==> src/rtl/dpwm_edge_gen.sv <==
module dpwm_edge_gen #(
  parameter int CW = 14,
  parameter int FW = 4,
  parameter int BW = 6
) (
  input  logic              clk,
  input  logic              rst_n,
  input  logic [CW-1:0]     period_i,
  input  logic [CW-1:0]     rise_a_i,
  input  logic [CW+FW-1:0]  fall_a_i,
  input  logic [CW+FW-1:0]  rise_b_i,
  input  logic [CW+FW-1:0]  fall_b_i,
  input  logic [CW+FW-1:0]  trim_i,
  input  logic [CW-1:0]     phase_i,
  input  logic [CW-3:0]     sample_i,
  input  logic [1:0]        ovs_i,
  input  logic [BW-1:0]     blank_len_i,
  output logic [CW-1:0]     cnt_o,
  output logic              pwm_a_o,
  output logic              pwm_b_o,
  output logic [FW-1:0]     fine_af_o,
  output logic [FW-1:0]     fine_br_o,
  output logic [FW-1:0]     fine_bf_o,
  output logic              phase_trig_o,
  output logic              sample_trig_o,
  output logic              blank_a_o,
  output logic              blank_b_o
);
  localparam int EW = CW + FW;

  logic [CW-1:0] cnt, per_q, ra_q, ph_q;
  logic [EW-1:0] fa_q, rb_q, fb_q, trim_q;
  logic [CW-3:0] sm_q;
  logic [1:0]    ovs_q;
  logic [BW-1:0] bl_q, bcnt_a, bcnt_b;
  logic [CW:0]   nxt_pos;
  logic [3:0]    k_smp;

  wire [EW:0] a_fall = {1'b0, fa_q} + {1'b0, trim_q};
  wire [EW:0] b_fall = {1'b0, fb_q} + {1'b0, trim_q};

  wire wrap  = (cnt == per_q);
  wire a_set = (cnt == ra_q);
  wire a_clr = ({1'b0, cnt} == a_fall[EW:FW]);
  wire b_set = (cnt == rb_q[EW-1:FW]);
  wire b_clr = ({1'b0, cnt} == b_fall[EW:FW]);

  wire a_nxt = a_clr ? 1'b0 : (a_set ? 1'b1 : pwm_a_o);
  wire b_nxt = b_clr ? 1'b0 : (b_set ? 1'b1 : pwm_b_o);

  wire [3:0]  n_smp    = 4'd1 << ovs_q;
  wire [CW:0] smp_gap  = ({1'b0, per_q} + 1'b1) >> ovs_q;
  wire        samp_hit = ({1'b0, cnt} == nxt_pos) && (k_smp < n_smp);

  assign cnt_o     = cnt;
  assign fine_af_o = a_fall[FW-1:0];
  assign fine_br_o = rb_q[FW-1:0];
  assign fine_bf_o = b_fall[FW-1:0];
  assign blank_a_o = (bcnt_a != '0);
  assign blank_b_o = (bcnt_b != '0);

  always_ff @(posedge clk) begin
    if (!rst_n) begin
      cnt    <= '0;
      per_q  <= '0;
      ra_q   <= '0;
      ph_q   <= '0;
      fa_q   <= '0;
      rb_q   <= '0;
      fb_q   <= '0;
      trim_q <= '0;
      sm_q   <= '0;
      ovs_q  <= '0;
      bl_q   <= '0;
    end else if (wrap) begin
      cnt    <= '0;
      per_q  <= period_i;
      ra_q   <= rise_a_i;
      ph_q   <= phase_i;
      fa_q   <= fall_a_i;
      rb_q   <= rise_b_i;
      fb_q   <= fall_b_i;
      trim_q <= trim_i;
      sm_q   <= sample_i;
      ovs_q  <= ovs_i;
      bl_q   <= blank_len_i;
    end else begin
      cnt <= cnt + 1'b1;
    end
  end

  always_ff @(posedge clk) begin
    if (!rst_n) begin
      pwm_a_o      <= 1'b0;
      pwm_b_o      <= 1'b0;
      phase_trig_o <= 1'b0;
      bcnt_a       <= '0;
      bcnt_b       <= '0;
    end else begin
      pwm_a_o      <= a_nxt;
      pwm_b_o      <= b_nxt;
      phase_trig_o <= (cnt == ph_q);
      if (a_nxt != pwm_a_o)    bcnt_a <= bl_q;
      else if (bcnt_a != '0)   bcnt_a <= bcnt_a - 1'b1;
      if (b_nxt != pwm_b_o)    bcnt_b <= bl_q;
      else if (bcnt_b != '0)   bcnt_b <= bcnt_b - 1'b1;
    end
  end

  always_ff @(posedge clk) begin
    if (!rst_n) begin
      nxt_pos       <= '0;
      k_smp         <= '0;
      sample_trig_o <= 1'b0;
    end else begin
      sample_trig_o <= samp_hit;
      if (wrap) begin
        nxt_pos <= {1'b0, sample_i, 2'b00};
        k_smp   <= '0;
      end else if (samp_hit) begin
        nxt_pos <= nxt_pos + smp_gap;
        k_smp   <= k_smp + 1'b1;
      end
    end
  end

  assert_cnt_bound_R1: assert property (@(posedge clk) disable iff (!rst_n)
    cnt <= per_q);
  assert_cnt_step_R1: assert property (@(posedge clk) disable iff (!rst_n)
    (cnt != '0) |-> (cnt == $past(cnt) + 1'b1));
  assert_fall_wins_R3: assert property (@(posedge clk) disable iff (!rst_n)
    ($past(a_set) && $past(a_clr)) |-> !pwm_a_o);
  assert_shadow_hold_R8: assert property (@(posedge clk) disable iff (!rst_n)
    (cnt != '0) |-> ($stable(per_q) && $stable(fa_q) && $stable(trim_q) && $stable(sm_q)));
  assert_samp_budget_R7: assert property (@(posedge clk) disable iff (!rst_n)
    k_smp <= n_smp);
  assert_blank_start_R9: assert property (@(posedge clk) disable iff (!rst_n)
    ((pwm_a_o != $past(pwm_a_o)) && ($past(bl_q) != '0)) |-> blank_a_o);
endmodule

==> config.mk <==
export PLATFORM = sky130hd
export DESIGN_NAME = dpwm_edge_gen
export DESIGN_NICKNAME = d
export VERILOG_FILES = /design/src/rtl/dpwm_edge_gen.sv
export SDC_FILE = /design/constraint.sdc
export NUM_CORES = 1
export LEC_CHECK = 0
export ABC_AREA = 1
export BUFFER_PORTS_ARGS = -buffer_cell sky130_fd_sc_hd__buf_2
export CORE_ASPECT_RATIO = 1.75
export CORE_MARGIN = 1
export CORE_UTILIZATION = 50
export CTS_BUF_LIST = sky130_fd_sc_hd__clkbuf_4 sky130_fd_sc_hd__clkbuf_8
export CTS_CLUSTER_DIAMETER = 40
export DETAILED_ROUTE_END_ITERATION = 6
export GPL_ROUTABILITY_DRIVEN = 1
export PLACE_DENSITY = 0.71
export SYNTH_ARGS = -nofsm -noshare
export SYNTH_HDL_FRONTEND = slang
export SYNTH_SLANG_ARGS = --single-unit
==> constraint.sdc <==
create_clock -name clk -period 4 [get_ports clk]
set_input_delay 0.4 -clock clk [delete_from_list [all_inputs] [get_ports clk]]
set_output_delay 0.4 -clock clk [all_outputs]
set_load 0.05 [all_outputs]
==> run_results.csv <==
group,metric,value,unit
clocking,cts.sinks,171,
detailed_routing,drtIter0Drc,659,
place,portBuffers,167,
finish,post-route-util,57.39,%
worst_hold_path,holdCritStartpoint,"fall_a_i[2]",
floorplan,dieArea,0.02296,sq mm
clocking,cts_tree,"done",
global_route,grt_max_degree,96,
setup_path,cp-startpoint,"per_q[0]",
global_route,antenna_found_initial,4,
place,hpwl,27270,microns
finish,drive_gt1_share,15.59,%
setup_path,cp-end-kind,"flop",
sta,fin_worst_skew,14.98,ps
detailed_routing,drc_errors,1,
clocking,root_buffer,"clkbuf_8",
yosys,postSynthCellCount,1694,
sta,rsz0062_at_grt,"no",
power_and_ir_drop,power.total,7.584,mW
clocking,clk_path_buf_depth,2,
global_route,grt_pass1_vias,11040,
yosys,netlist_area,0.01117,sq mm
detailed_routing,ant_nets,0,
yosys,avgSynthCellArea,6.591,sq um
setup_path,critPathLaunchType,"flop",
finish,fin_nets,2025,
clocking,h-tree-depth,4,
sta,relSlewSlack,51.55,%
status,violations,"DRC",
detailed_routing,vias,11460,
floorplan,initial_core_util,50.80,%
yosys,ys_seq_elements,171,
floorplan,die_w,115.0,microns
status,status,"finished, violations left",
worst_hold_path,hold_path.class,"in2reg",
yosys,syn_nets,1891,
job,maxCapViolCount,0,
setup_path,arrival,4020,ps
place,pre_cts_ws,361.3,ps
sta,worst_slack,367.5,ps
global_route,grt-ovfl-total,0,
global_route,track_usage,30.75,%
global_route,grt_pass1_wl,52990,microns
sta,min_period_over_period,90.81,%
floorplan,core_area,0.02198,sq mm
power_and_ir_drop,peakVddDrop,371.7,uV
floorplan,die_h,199.7,microns
setup_path,cp_slowest_stage_delay,420,ps
place,gp_routability_congestion,0.9443,
yosys,synth.distinct_cells,47,
detailed_routing,wirelength,34820,microns
yosys,ys_warn_count,0,
sta,fin_tns_setup,0,ps
setup_path,crit_family,"simple AND/OR/NAND/NOR gates",
sta,fmax,275.3,MHz
setup_path,crit_chain,"ha_1 > nand4_1 > nor4_1 > buf_4 > nand3_1 > nor2_1 > xor2_1 > mux2i_1 > nand2_1 > o21ai_0 > ha_1 > nand2_1 > nor3_1 > nand3_1 > o2111ai_2 > a21oi_1 > nor3_1 > nor3_1 > o21a_1",
sta,finalSetupViolations,0,
floorplan,rows,72,
detailed_routing,wl_per_cell,16.26,microns
finish,syn2layout_area_growth,12.99,%
setup_path,path_class,"reg2reg",
setup_path,rr_startpoint,"per_q[0]",
yosys,synth_common_cells,"355 x nand2_1, 272 x nor2_1, 171 x dfxtp_1",
yosys,async_reset_ff_share,0,%
clocking,cts_hold_buffers,0,
yosys,synth_ff_type,"dfxtp_1",
clocking,insertion_delay,500,ps
setup_path,cp_common_cell,"nor3_1",
detailed_routing,vias_per_cell,5.354,
sta,hold_viol_final,0,
yosys,yosys-top-cells-area,"dfxtp_1 31%, nand2_1 12%, nor2_1 9.1%",
power_and_ir_drop,cellPowerDensity,601.2,mW/mm^2
clocking,clkTransAtPathRegs,90,ps
setup_path,critPathSlowestCell,"dfxtp_1",
power_and_ir_drop,leakage,6.095,nW
sta,post-route-min-period,3633,ps
yosys,yosysTopAreaCellShare,30.66,%
setup_path,worst-path-buf-inv,1,
clocking,cts_inserted_buffers,17,
setup_path,worstPathMaxFanout,5,
yosys,ys_seq_area_share,30.66,%
floorplan,num_io_pins,168,
detailed_routing,dr.pass1.iters,7,
yosys,yosysMostFrequentCell,"nand2_1",
finish,n_fill_cell,2310,
yosys,yosysTopAreaCell,"dfxtp_1",
setup_path,worstPathRequired,4390,ps
yosys,synth_edf_count,0,
sta,slew_viol_final,0,
sta,worst-slew-pin-transition,720.2,ps
==> through the flow <==
step | std cells | hold slack (ps) | instance area (sq um)
finish | 2141 | 151.6 | 12620
global route | 2141 | 141.1 | 12620
CTS | 2137 | 127.0 | 12580
detailed placement | 2105 | 462.9 | 12200
global placement | 2105 | 457.3 | 12200
floorplan | 1694 | 439.7 | 11170
==> power by group <==
group          switching (mW)  internal [mW]  total (mW)  leakage (nW)
registers               0.305           2.07        2.38          1.40
logic                    2.61           1.36        3.98          4.49
clock network           0.637          0.591        1.23         0.204
==> registers in the layout, summed over array words and instances (netlist names), 2 cells and up <==
signal and flops:
bcnt_a 6, bcnt_b 6, rb_q 18, trim_q 18
nxt_pos 15, fb_q 18, ra_q 14, k_smp 4
per_q 14, ovs_q 2, ph_q 14, cnt_o 14
fa_q 18, bl_q 6
==> timing repair <==
item	4_1_cts	5_1_grt
resized for setup	0	4
setup buffers	0	0
endpoints found under the setup margin	0	3
==> path summary, 6_finish.rpt <==
path / to / slack [ps] / depth (start not counted)
max: nxt_pos[14] / 370 / 19
min: fa_q[2] / 150 / 3
max reg2reg: nxt_pos[14] / 370 / 19
min reg2reg: k_smp[3] / 480 / 2
==> worst reg2reg max path, cell delays in order (launching register included) <==
cell	delay, ps
dfxtp_1	420
ha_1	250
nand4_1	220
nor4_1	220
buf_4	170
nand3_1	100
nor2_1	210
xor2_1	220
mux2i_1	120
nand2_1	60
o21ai_0	80
ha_1	300
nand2_1	90
nor3_1	220
nand3_1	150
o2111ai_2	160
a21oi_1	140
nor3_1	150
nor3_1	70
o21a_1	180
==> final cells by class <==
class	count	area, sq um	share of cell area [%]
clock buffer	26	326.6	2.589
timing repair buffer	188	1008	7.994
clock inverter	6	61.31	0.4860
multi-input combinational	1275	6756	53.56
antenna	4	10.01	0.07934
sequential	171	3425	27.14
inverter	175	658.1	5.217
tap	296	370.4	2.936
==> kinds of logic after synthesis <==
kind of cell,count (synthesis),synth area share [%]
xor gates and xnor gates,88,6.903
and+or+nand+nor,828,31.82
AOI/OAI and AO/OA,294,14.13
DFF,171,30.66
adders and majority gates,61,7.037
buffers and inverters,248,9.088
muxes,4,0.3586
==> layer usage <==
layer  wire, microns  vias up  GRT usage (%)  part of all wire, %
li1                -     5759              -                    -
met1           12060     5277          27.51                   35
met2           19160      295          60.33                   55
met3            1110      132          4.610                  3.2
met4            2484        0          23.18                  7.1
met5               0        -              0                    0
==> cell usage in the layout, fill, tap and decap left out, types with 5 or more instances in the layout <==
| cell | synthesis | final |
|---|---|---|
| nand4_1 | 21 | 21 |
| buf_2 | 27 | 166 |
| xnor2_1 | 37 | 37 |
| nor2_1 | 272 | 272 |
| xor2_1 | 51 | 51 |
| o21ai_0 | 152 | 152 |
| or2_2 | 25 | 25 |
| o21ai_1 | 6 | 6 |
| dfxtp_1 | 171 | 170 |
| a31oi_1 | 16 | 16 |
| ha_1 | 58 | 58 |
| nand3_2 | 7 | 7 |
| nor2_2 | 7 | 7 |
| nand2_2 | 11 | 11 |
| o22ai_1 | 8 | 8 |
| inv_1 | 166 | 166 |
| nor4_1 | 12 | 12 |
| buf_4 | 7 | 21 |
| nand3b_1 | 10 | 10 |
| clkbuf_4 | 0 | 5 |
| nand2_1 | 355 | 354 |
| a21oi_1 | 86 | 86 |
| inv_2 | 7 | 6 |
| nand3_1 | 71 | 71 |
| clkbuf_8 | 0 | 21 |
| nor3_1 | 26 | 26 |
(Power assumes the default switching activity.)
